===== config.mk =====
export PLATFORM = sky130hd
export DESIGN_NAME = osd_pix_render
export DESIGN_NICKNAME = d
export VERILOG_FILES = /design/src/rtl/osd_pkg.sv /design/src/rtl/osd_glyph_rows.sv /design/src/rtl/osd_blink_timer.sv /design/src/rtl/osd_pixel_shade.sv /design/src/rtl/osd_pix_render.sv
export SDC_FILE = /design/constraint.sdc
export NUM_CORES = 1
export LEC_CHECK = 0
export ABC_AREA = 1
export BUFFER_PORTS_ARGS = -buffer_cell sky130_fd_sc_hd__buf_4
export CAP_MARGIN = 20
export CORE_UTILIZATION = 55
export CTS_CLUSTER_SIZE = 24
export DETAILED_ROUTE_END_ITERATION = 8
export GPL_TIMING_DRIVEN = 0
export PLACE_DENSITY = 0.75
export SETUP_SLACK_MARGIN = 0.5
export SLEW_MARGIN = 20
export SYNTH_ARGS = -nofsm -noshare
export SYNTH_HDL_FRONTEND = slang
export SYNTH_SLANG_ARGS = --single-unit

===== constraint.sdc =====
create_clock -name clk -period 6.9 [get_ports clk]
set_clock_uncertainty 0.15 [all_clocks]
set_input_delay 1.38 -clock clk [delete_from_list [all_inputs] [get_ports clk]]
set_output_delay 1.38 -clock clk [all_outputs]
set_load 0.02 [all_outputs]

===== src/rtl/osd_pkg.sv =====
package osd_pkg;

  localparam int CODE_W = 8;
  localparam int CELL_W = 8;
  localparam int ATTR_W = 10;

  typedef struct packed {
    logic       transparent;
    logic       blink;
    logic       italic;
    logic       underline;
    logic [2:0] bg;
    logic [2:0] fg;
  } osd_attr_t;

  typedef enum logic [1:0] {
    SCALE_1X  = 2'd0,
    SCALE_2X  = 2'd1,
    SCALE_3X  = 2'd2,
    SCALE_RSV = 2'd3
  } scale_e;

  function automatic int scale_factor(logic [1:0] code);
    case (scale_e'(code))
      SCALE_2X: return 2;
      SCALE_3X: return 3;
      default:  return 1;
    endcase
  endfunction

endpackage


===== src/rtl/osd_glyph_rows.sv =====
module osd_glyph_rows import osd_pkg::*; #(
  parameter int CELL_ROWS     = 10,
  parameter int ITAL_GRP_LOG2 = 1,
  localparam int RW = $clog2(CELL_ROWS)
) (
  input  logic [CODE_W-1:0] code,
  input  logic              bank,
  input  logic [RW-1:0]     row,
  input  logic              italic,
  output logic [CELL_W-1:0] row_up,
  output logic [CELL_W-1:0] row_mid,
  output logic [CELL_W-1:0] row_dn
);

  // Computed font: rotation of the bank-adjusted code, outer columns kept clear
  function automatic logic [CELL_W-1:0] row_bits(logic [CODE_W-1:0] c, logic b, int r, logic ital);
    logic [CODE_W-1:0]   base;
    logic [2*CODE_W-1:0] dbl;
    logic [CELL_W-1:0]   pat;
    int                  sh;
    if (r < 1 || r > CELL_ROWS - 3) return '0;
    base = c ^ {CODE_W{b}};
    dbl  = {base, base} << (r % CODE_W);
    pat  = dbl[2*CODE_W-1:CODE_W] & 8'h7E;
    sh   = ital ? ((CELL_ROWS - 1 - r) >> ITAL_GRP_LOG2) : 0;
    return pat >> sh;
  endfunction

  always_comb begin
    row_up  = row_bits(code, bank, int'(row) - 1, italic);
    row_mid = row_bits(code, bank, int'(row),     italic);
    row_dn  = row_bits(code, bank, int'(row) + 1, italic);
  end

endmodule


===== src/rtl/osd_blink_timer.sv =====
module osd_blink_timer #(
  parameter int BLINK_LOG2 = 5
) (
  input  logic clk,
  input  logic rst,
  input  logic frame_tick,
  output logic blink_off
);

  logic [BLINK_LOG2:0] frame_cnt;

  always_ff @(posedge clk) begin
    if (rst)             frame_cnt <= '0;
    else if (frame_tick) frame_cnt <= frame_cnt + 1'b1;
  end

  assign blink_off = frame_cnt[BLINK_LOG2];

  AST_BLINK_TOGGLE: assert property (@(posedge clk) disable iff (rst)
    (frame_tick && (&frame_cnt[BLINK_LOG2-1:0])) |=> (blink_off != $past(blink_off)));
  AST_BLINK_HOLD: assert property (@(posedge clk) disable iff (rst)
    !frame_tick |=> $stable(blink_off));

endmodule


===== src/rtl/osd_pixel_shade.sv =====
module osd_pixel_shade import osd_pkg::*; #(
  parameter int CELL_ROWS = 10,
  localparam int RW = $clog2(CELL_ROWS),
  localparam int CW = $clog2(CELL_W)
) (
  input  logic [CELL_W-1:0] row_up,
  input  logic [CELL_W-1:0] row_mid,
  input  logic [CELL_W-1:0] row_dn,
  input  logic [CW-1:0]     col,
  input  logic [RW-1:0]     row,
  input  logic [1:0]        sub_col,
  input  logic [1:0]        sub_row,
  input  osd_attr_t         attr,
  input  logic [1:0]        scale,
  input  logic              outline_en,
  input  logic              blink_off,
  output logic [2:0]        rgb,
  output logic              blank
);

  function automatic logic px(logic [CELL_W-1:0] r, int c);
    if (c < 0 || c > CELL_W - 1) return 1'b0;
    return r[CELL_W-1-c];
  endfunction

  logic [CELL_W-1:0] up, mid, dn, vrow;
  logic              hide, glyph, ul_on, ring, smooth;
  int                c, n, h, sx, sy;

  always_comb begin
    hide  = attr.blink && blink_off;
    up    = hide ? '0 : row_up;
    mid   = hide ? '0 : row_mid;
    dn    = hide ? '0 : row_dn;
    ul_on = !hide && attr.underline && (int'(row) == CELL_ROWS - 1);
    c     = int'(col);
    n     = scale_factor(scale);
    glyph = px(mid, c);
    ring  = px(up, c - 1) | px(up, c) | px(up, c + 1) |
            px(mid, c - 1) | px(mid, c + 1) |
            px(dn, c - 1) | px(dn, c) | px(dn, c + 1);
    smooth = 1'b0;
    for (int hi = 0; hi < 2; hi++) begin
      for (int vi = 0; vi < 2; vi++) begin
        h    = (hi == 1) ? 1 : -1;
        sx   = (hi == 1) ? n - 1 : 0;
        sy   = (vi == 1) ? n - 1 : 0;
        vrow = (vi == 1) ? dn : up;
        if (n > 1 && !glyph && px(mid, c + h) && px(vrow, c) && !px(vrow, c + h) &&
            int'(sub_col) == sx && int'(sub_row) == sy)
          smooth = 1'b1;
      end
    end
    if (glyph || smooth || ul_on) begin
      rgb   = attr.fg;
      blank = 1'b1;
    end else if (outline_en && ring) begin
      rgb   = 3'b000;
      blank = 1'b1;
    end else if (attr.transparent) begin
      rgb   = 3'b000;
      blank = 1'b0;
    end else begin
      rgb   = attr.bg;
      blank = 1'b1;
    end
  end

endmodule


===== src/rtl/osd_pix_render.sv =====
module osd_pix_render import osd_pkg::*; #(
  parameter int CELL_ROWS     = 10,
  parameter int BLINK_LOG2    = 5,
  parameter int ITAL_GRP_LOG2 = 1,
  localparam int RW = $clog2(CELL_ROWS),
  localparam int CW = $clog2(CELL_W)
) (
  input  logic              clk,
  input  logic              rst,
  input  logic              cfg_we,
  input  logic [2:0]        cfg_wdata,
  input  logic              frame_tick,
  input  logic              pix_valid_i,
  input  logic [CODE_W-1:0] char_code,
  input  logic              bank_sel,
  input  logic [ATTR_W-1:0] attr_i,
  input  logic [CW-1:0]     src_col,
  input  logic [RW-1:0]     src_row,
  input  logic [1:0]        sub_col,
  input  logic [1:0]        sub_row,
  output logic              pix_valid_o,
  output logic [2:0]        rgb_o,
  output logic              blank_o
);

  osd_attr_t         in_attr;
  logic              cfg_outline;
  logic [1:0]        cfg_scale;
  logic              blink_off;
  logic [CELL_W-1:0] f_up, f_mid, f_dn;

  logic              s1_valid;
  osd_attr_t         s1_attr;
  logic [CELL_W-1:0] s1_up, s1_mid, s1_dn;
  logic [CW-1:0]     s1_col;
  logic [RW-1:0]     s1_row;
  logic [1:0]        s1_sx, s1_sy;
  logic              s1_boff;

  logic [2:0]        sh_rgb;
  logic              sh_blank;

  assign in_attr = osd_attr_t'(attr_i);

  // Global configuration register
  always_ff @(posedge clk) begin
    if (rst) begin
      cfg_outline <= 1'b0;
      cfg_scale   <= SCALE_1X;
    end else if (cfg_we) begin
      cfg_outline <= cfg_wdata[0];
      cfg_scale   <= cfg_wdata[2:1];
    end
  end

  osd_blink_timer #(.BLINK_LOG2(BLINK_LOG2)) u_blink (
    .clk        (clk),
    .rst        (rst),
    .frame_tick (frame_tick),
    .blink_off  (blink_off)
  );

  osd_glyph_rows #(.CELL_ROWS(CELL_ROWS), .ITAL_GRP_LOG2(ITAL_GRP_LOG2)) u_font (
    .code    (char_code),
    .bank    (bank_sel),
    .row     (src_row),
    .italic  (in_attr.italic),
    .row_up  (f_up),
    .row_mid (f_mid),
    .row_dn  (f_dn)
  );

  // Stage 1: font read and pixel context
  always_ff @(posedge clk) begin
    if (rst) begin
      s1_valid <= 1'b0;
      s1_attr  <= '0;
      s1_up    <= '0;
      s1_mid   <= '0;
      s1_dn    <= '0;
      s1_col   <= '0;
      s1_row   <= '0;
      s1_sx    <= '0;
      s1_sy    <= '0;
      s1_boff  <= 1'b0;
    end else begin
      s1_valid <= pix_valid_i;
      s1_attr  <= in_attr;
      s1_up    <= f_up;
      s1_mid   <= f_mid;
      s1_dn    <= f_dn;
      s1_col   <= src_col;
      s1_row   <= src_row;
      s1_sx    <= sub_col;
      s1_sy    <= sub_row;
      s1_boff  <= blink_off;
    end
  end

  osd_pixel_shade #(.CELL_ROWS(CELL_ROWS)) u_shade (
    .row_up     (s1_up),
    .row_mid    (s1_mid),
    .row_dn     (s1_dn),
    .col        (s1_col),
    .row        (s1_row),
    .sub_col    (s1_sx),
    .sub_row    (s1_sy),
    .attr       (s1_attr),
    .scale      (cfg_scale),
    .outline_en (cfg_outline),
    .blink_off  (s1_boff),
    .rgb        (sh_rgb),
    .blank      (sh_blank)
  );

  // Stage 2: registered video outputs
  always_ff @(posedge clk) begin
    if (rst) begin
      pix_valid_o <= 1'b0;
      rgb_o       <= '0;
      blank_o     <= 1'b0;
    end else begin
      pix_valid_o <= s1_valid;
      rgb_o       <= s1_valid ? sh_rgb : 3'b000;
      blank_o     <= s1_valid && sh_blank;
    end
  end

  AST_SUB_IN_RANGE: assert property (@(posedge clk) disable iff (rst)
    pix_valid_i |-> (int'(sub_col) < scale_factor(cfg_scale) &&
                     int'(sub_row) < scale_factor(cfg_scale) &&
                     int'(src_row) < CELL_ROWS));
  AST_LATENCY: assert property (@(posedge clk) disable iff (rst)
    pix_valid_i |-> ##2 pix_valid_o);
  AST_NO_PHANTOM: assert property (@(posedge clk) disable iff (rst)
    !pix_valid_i |-> ##2 !pix_valid_o);
  AST_OPAQUE_KEYS: assert property (@(posedge clk) disable iff (rst)
    (s1_valid && !s1_attr.transparent) |=> blank_o);

endmodule


**Yosys cells after proc, flatten, opt, wreduce, memory -nomap -nowiden**

Index checks and enable logic that the tools add are counted.

- Flip-flop bits (word level): 60
- Logic and storage cells: 193

- Add/sub/neg operators: 14
- Order comparisons: 17
- Equality and inequality tests: 5
- Shift-type cells: 6
- Mux-type cells: 77
- Bitwise operators: 11
- Reduce and logical (&&, ||, !) cells: 43

Operators by type and width:

| cell | number |
|---|---|
| 32-bit by 4-bit > comparator with 1-bit output (second input constant) | 5 |
| 32-bit by 5-bit < comparator with 1-bit output (second input constant) | 4 |
| 32-bit by 1-bit < comparator with 1-bit output (second input constant) | 3 |
| 7-bit by 32-bit right shift with 8-bit output | 3 |
| 4-bit by 32-bit subtractor with 32-bit output (first input constant) | 3 |
| 31-bit two-way mux | 3 |
| 8-bit two-way mux | 9 |
| 3-bit by 32-bit equality test with 1-bit output | 2 |
| 32-bit by 2-bit < comparator with 1-bit output (second input constant) | 2 |
| 16-bit by 32-bit << shifter with 15-bit output | 2 |
| 5-bit by 32-bit subtractor with 32-bit output (first input constant) | 2 |
| 1-bit two-way mux | 49 |
| 1-bit binary-select mux with 3-bit select | 12 |
| 1-bit logical AND | 24 |
| 16-bit by 3-bit << shifter with 15-bit output | 1 |
| 4-bit by 1-bit adder with 5-bit output (second input constant) | 2 |
| 3-bit two-way mux | 3 |
| 1-bit logical OR | 8 |
| 8-bit bitwise XOR | 1 |
| 1-bit OR | 7 |
| 6-bit by 1-bit adder with 6-bit output (second input constant) | 1 |
| 1-bit zero test | 6 |
| 3-bit OR reduction | 2 |
| 4-bit by 1-bit subtractor with 5-bit output (second input constant) | 1 |
| 17 further kinds | 18 |

**Logic depth before layout (Yosys ltp)**

- Word-level depth: 20
- Gate-level depth with buffers: 23
- Depth with buffers taken out: 21

**By module**

A second synthesis with hierarchy kept.

- Cells, all modules: 834
- Area total of the unflattened synthesis: 4977.3 um^2

Modules (own cells, without submodules):

| module | times used | cells each | area an instance (um^2) | seq. area each (um^2) |
|---|---|---|---|---|
| osd_glyph_rows | 1 | 375 | 1995.7 | 0.0 |
| osd_pix_render | 1 | 180 | 1595.3 | 1101.1 |
| osd_pixel_shade | 1 | 243 | 1124.8 | 0.0 |
| osd_blink_timer | 1 | 36 | 261.5 | 120.1 |

**Worst setup path before layout**

Ideal clock, no wire load.

- Path type: input-to-reg
- From: input src_row[1]
- To: register s1_up[1]
- Setup time: 0.064 ns
- Arrival: 3.833 ns
- Data required time: 6.686 ns
- Setup slack: 2.853 ns
- Stages on the path: 19
- Path through: buf_2 -> inv_1 -> ha_1 -> xnor2_2 -> buf_2 -> ha_1 -> o21ai_0 -> ha_1 -> nand2_1 -> nor4_1 -> nand2_1 -> nand2_1 -> buf_4 -> nand3_1 -> nand2_1 -> nand2_1 -> nor2_1 -> nor2_1 -> nor2_1

- Cells in the longest elaborated chain, start to end: 6
- Elaborated cells on any way between the ends: 12
- Those cells by class: add/sub: 2; order compare: 2; shift: 2; mux: 3; bitwise: 1; reduce/logical: 2

RTL lines:

| item | line | RTL |
|---|---|---|
| from (decl) | osd_pix_render.sv:18 | `input logic [RW-1:0] src_row,` |
| 4-bit by 1-bit subtractor with 5-bit output (*) | osd_glyph_rows.sv:30 | `row_up = row_bits(code, bank, int'(row) - 1, italic);` |
| branches (longest 4 deep; another with 5-bit by 32-bit subtractor with 32-bit output) | - |  |
| 8-bit two-way mux (*) | osd_glyph_rows.sv:22 | `base = c ^ {CODE_W{b}};` |
| to (signal assigned) | osd_pix_render.sv:89 | `s1_up <= f_up;` |
| to (decl) | osd_pix_render.sv:34 | `logic [CELL_W-1:0] s1_up, s1_mid, s1_dn;` |

Every way passes the cells marked *.
A chain may end at the register's enable or synchronous reset.

**Worst setup path in the final report**

Ends and elaborated chain as after synthesis.

==> impl_metrics.csv <==
group,metric,value,unit
timing,slew_headroom,57.4,%
clock_tree,root_buffer,"clkbuf_8",
placement,dp_hpwl,9650,um
synth,synthTopCellsByArea,"dfxtp_1 (26%), nand2_1 (20%), nand3_1 (14%), nor2_1 (6.8%), ha_1 (6.2%)",
layout,syn_to_final_growth,14.2,%
synth,ys_ff_latch,57,
clock_tree,cts_made_buffers,9,
layout,post-route-util,65.1,%
power,total_power,965,uW
timing,drv_slew,0,
clock_tree,clockBufferDepth,2,
floorplanning,rows,32,
clock_tree,post_cts.repair.setup_buffers,0,
floorplanning,die-area,0.00841,mm2
setup_path,cp_data_arrival_time,4.52,ns
synth,synth_flop_cell,"dfxtp_1",
setup_path,required,7.03,ns
placement,port_buffers,40,
synth,yosys.area.top_type,"dfxtp_1",
timing,period_minus_slack,4.39,ns
setup_path,critical_path_class,"primary input to flop",
placement,place_area,0.00485,mm2
power,leakagePower,2.59,nW
layout,drive_gt1_share,12.7,%
clock_tree,path_clk_slew,0.07,ns
floorplanning,start_util,57.0,%
layout,antenna_cells,0,
synth,netlist_instances,733,
grt,grt_max_degree,15,
clock_tree,numClockSinks,57,
floorplanning,die_h,91.7,um
route,route.detailed.drc,0,
synth,seq_area_frac_synth,25.8,%
clock_tree,h-tree-depth,3,
timing,hold_viol,0,
timing,tns,0,ns
power,power.density,191,mW/mm2
route,wire_per_inst,13.6,um
timing,finalSetupViolations,0,
layout,num-nets-final,844,
synth,async_flop_share,0,%
timing,tightest_slew,0.623,ns
synth,synth-edff-count,0,
setup_path,crit_fanout,11,
route,vias,4936,
grt,grt.total_usage,29.4,%
setup_path,endpoint_kind,"flop",
clock_tree,cts_tree,"built",
synth,mappedNetlistNets,793,
clock_tree,cts_hold_buf,0,
floorplanning,core_area,0.00777,mm2
timing,max_clock_freq,228,MHz
route,first_pass_iters,7,
hold_path,min_path_type,"flop to flop",
clock_tree,cts_resized,0,
synth,synth-warning-count,0,
grt,grt_first_pass_wirelength,19800,um
setup_path,cp-start-kind,"primary input",
grt,grt_pass1_vias,4463,
floorplanning,pin_count,43,
timing,min_period_over_period,63.6,%
route,antenna_left,0,
power,ir_worst_vdd,127,uV
route,vias_per_cell,5.54,
grt,grt_overflow,0,
route,drt-total-wl,12100,um
synth,syn_area_per_cell,6.04,um2
placement,gp_congestion,1.01,
clock_tree,worstSkewPairLatency,0.35,ns
layout,final_area,0.00505,mm2
floorplanning,fp.dieW,91.7,um
synth,synth.distinct_cells,41,
synth,syn-cell-area,0.00442,mm2
timing,rsz0062_at_grt,"false",
outcome,status,"finished, final reports clean",
route,dr.first_iter.drc_count,346,
job,max_cap_viol_count,0,
layout,fillCellCount,754,
grt,antenna_found_initial,0,
synth,synth_top_area_share,25.8,%
-- cell usage after synthesis (all sizes together) (2+ instances only) --
cell type	n
inv	79
o211ai	4
nor4	3
nand3	123
nand4	27
dfxtp	57
o21ai	20
nor3	8
clkbuf	5
nor2	84
xnor2	10
ha	22
nor3b	2
xor2	2
buf	19
a31oi	4
nand2	236
a21oi	17
or2	4
-- cell type report --
type	instances	area, um2	share of cell area [%]
clock buffer	9	124	2.45
clock inverter	7	77.6	1.54
multi-input combinational	573	2840	56.2
timing repair buffer	40	300	5.94
tap	102	128	2.53
sequential	57	1140	22.6
buffer	24	144	2.85
inverter	79	302	5.97
-- critical path, stage by stage --
cell	delay (ns)
buf_4	0.13
buf_2	0.18
inv_1	0.31
ha_1	0.28
xnor2_2	0.15
buf_2	0.28
ha_1	0.25
o21ai_0	0.13
ha_1	0.19
nor2_1	0.11
nand4_1	0.10
nor4_1	0.19
nand2_1	0.08
nand2_1	0.11
buf_4	0.18
nand3_1	0.08
nand2_1	0.09
nand2_1	0.05
nor2_1	0.08
nor2_1	0.05
nor2_1	0.09
-- state kept, by name, summed over array words and instances, names as in the netlist, 2 cells and up --
register	count
s1_dn	7
cfg_scale	2
s1_row	4
s1_attr	9
s1_up	7
s1_sy	2
rgb_o	3
s1_mid	7
s1_sx	2
u_blink.frame_cnt	6
s1_col	3
-- cells in the final DEF, fill, tap and decap left out, drive strengths merged, types with 4 or more instances in the layout --
master,synthesis,final
a21oi,17,17
a31oi,4,4
buf,19,59
clkbuf,5,14
dfxtp,57,57
ha,22,22
inv,79,81
nand2,236,236
nand3,123,123
nand4,27,27
nor2,84,84
nor3,8,8
o211ai,4,4
o21ai,20,20
or2,4,4
xnor2,10,10
-- where the power goes --
| part | switching, mW | leakage (nW) | total [mW] | internal, mW |
|---|---|---|---|---|
| Sequential | 0.00984 | 0.468 | 0.356 | 0.346 |
| Clock | 0.144 | 0.100 | 0.314 | 0.169 |
| Combinational | 0.191 | 2.03 | 0.296 | 0.105 |
-- worst paths after layout --
check	startpoint	to	slack (ns)	depth (start not counted)
min	s1_attr[1]	rgb_o[1]	0.30	2
max	src_row[1]	s1_up[1]	2.51	21
max reg2reg	s1_col[0]	rgb_o[0]	4.14	16
min reg2reg	s1_attr[1]	rgb_o[1]	0.30	2
-- kinds of logic after synthesis --
group / after synthesis / synth area share [%]
compound gates: 50 / 6.99
xor+xnor: 12 / 2.55
fa+ha+maj: 22 / 6.22
buf+inv: 103 / 10.1
flops: 57 / 25.8
mux: 1 / 0.226
simple gates: 488 / 48.2
-- routing by layer --
layer,up-vias,share of wire (%),GRT usage [%]
met3,31,6.4,6.22
met4,0,2.2,8.98
met1,2224,45,38.1
met2,197,46,49.0
li1,2484,-,-
met5,-,0,0
-- metrics by stage --
stage | setup slack, ns | cells | hold slack [ns]
floorplan | 2.85 | 733 | 0.275
global placement | 2.27 | 875 | 0.289
detailed placement | 2.19 | 875 | 0.293
CTS | 2.55 | 891 | 0.304
global route | 2.16 | 891 | 0.329
finish | 2.51 | 891 | 0.302
(Power assumes the default switching activity.)
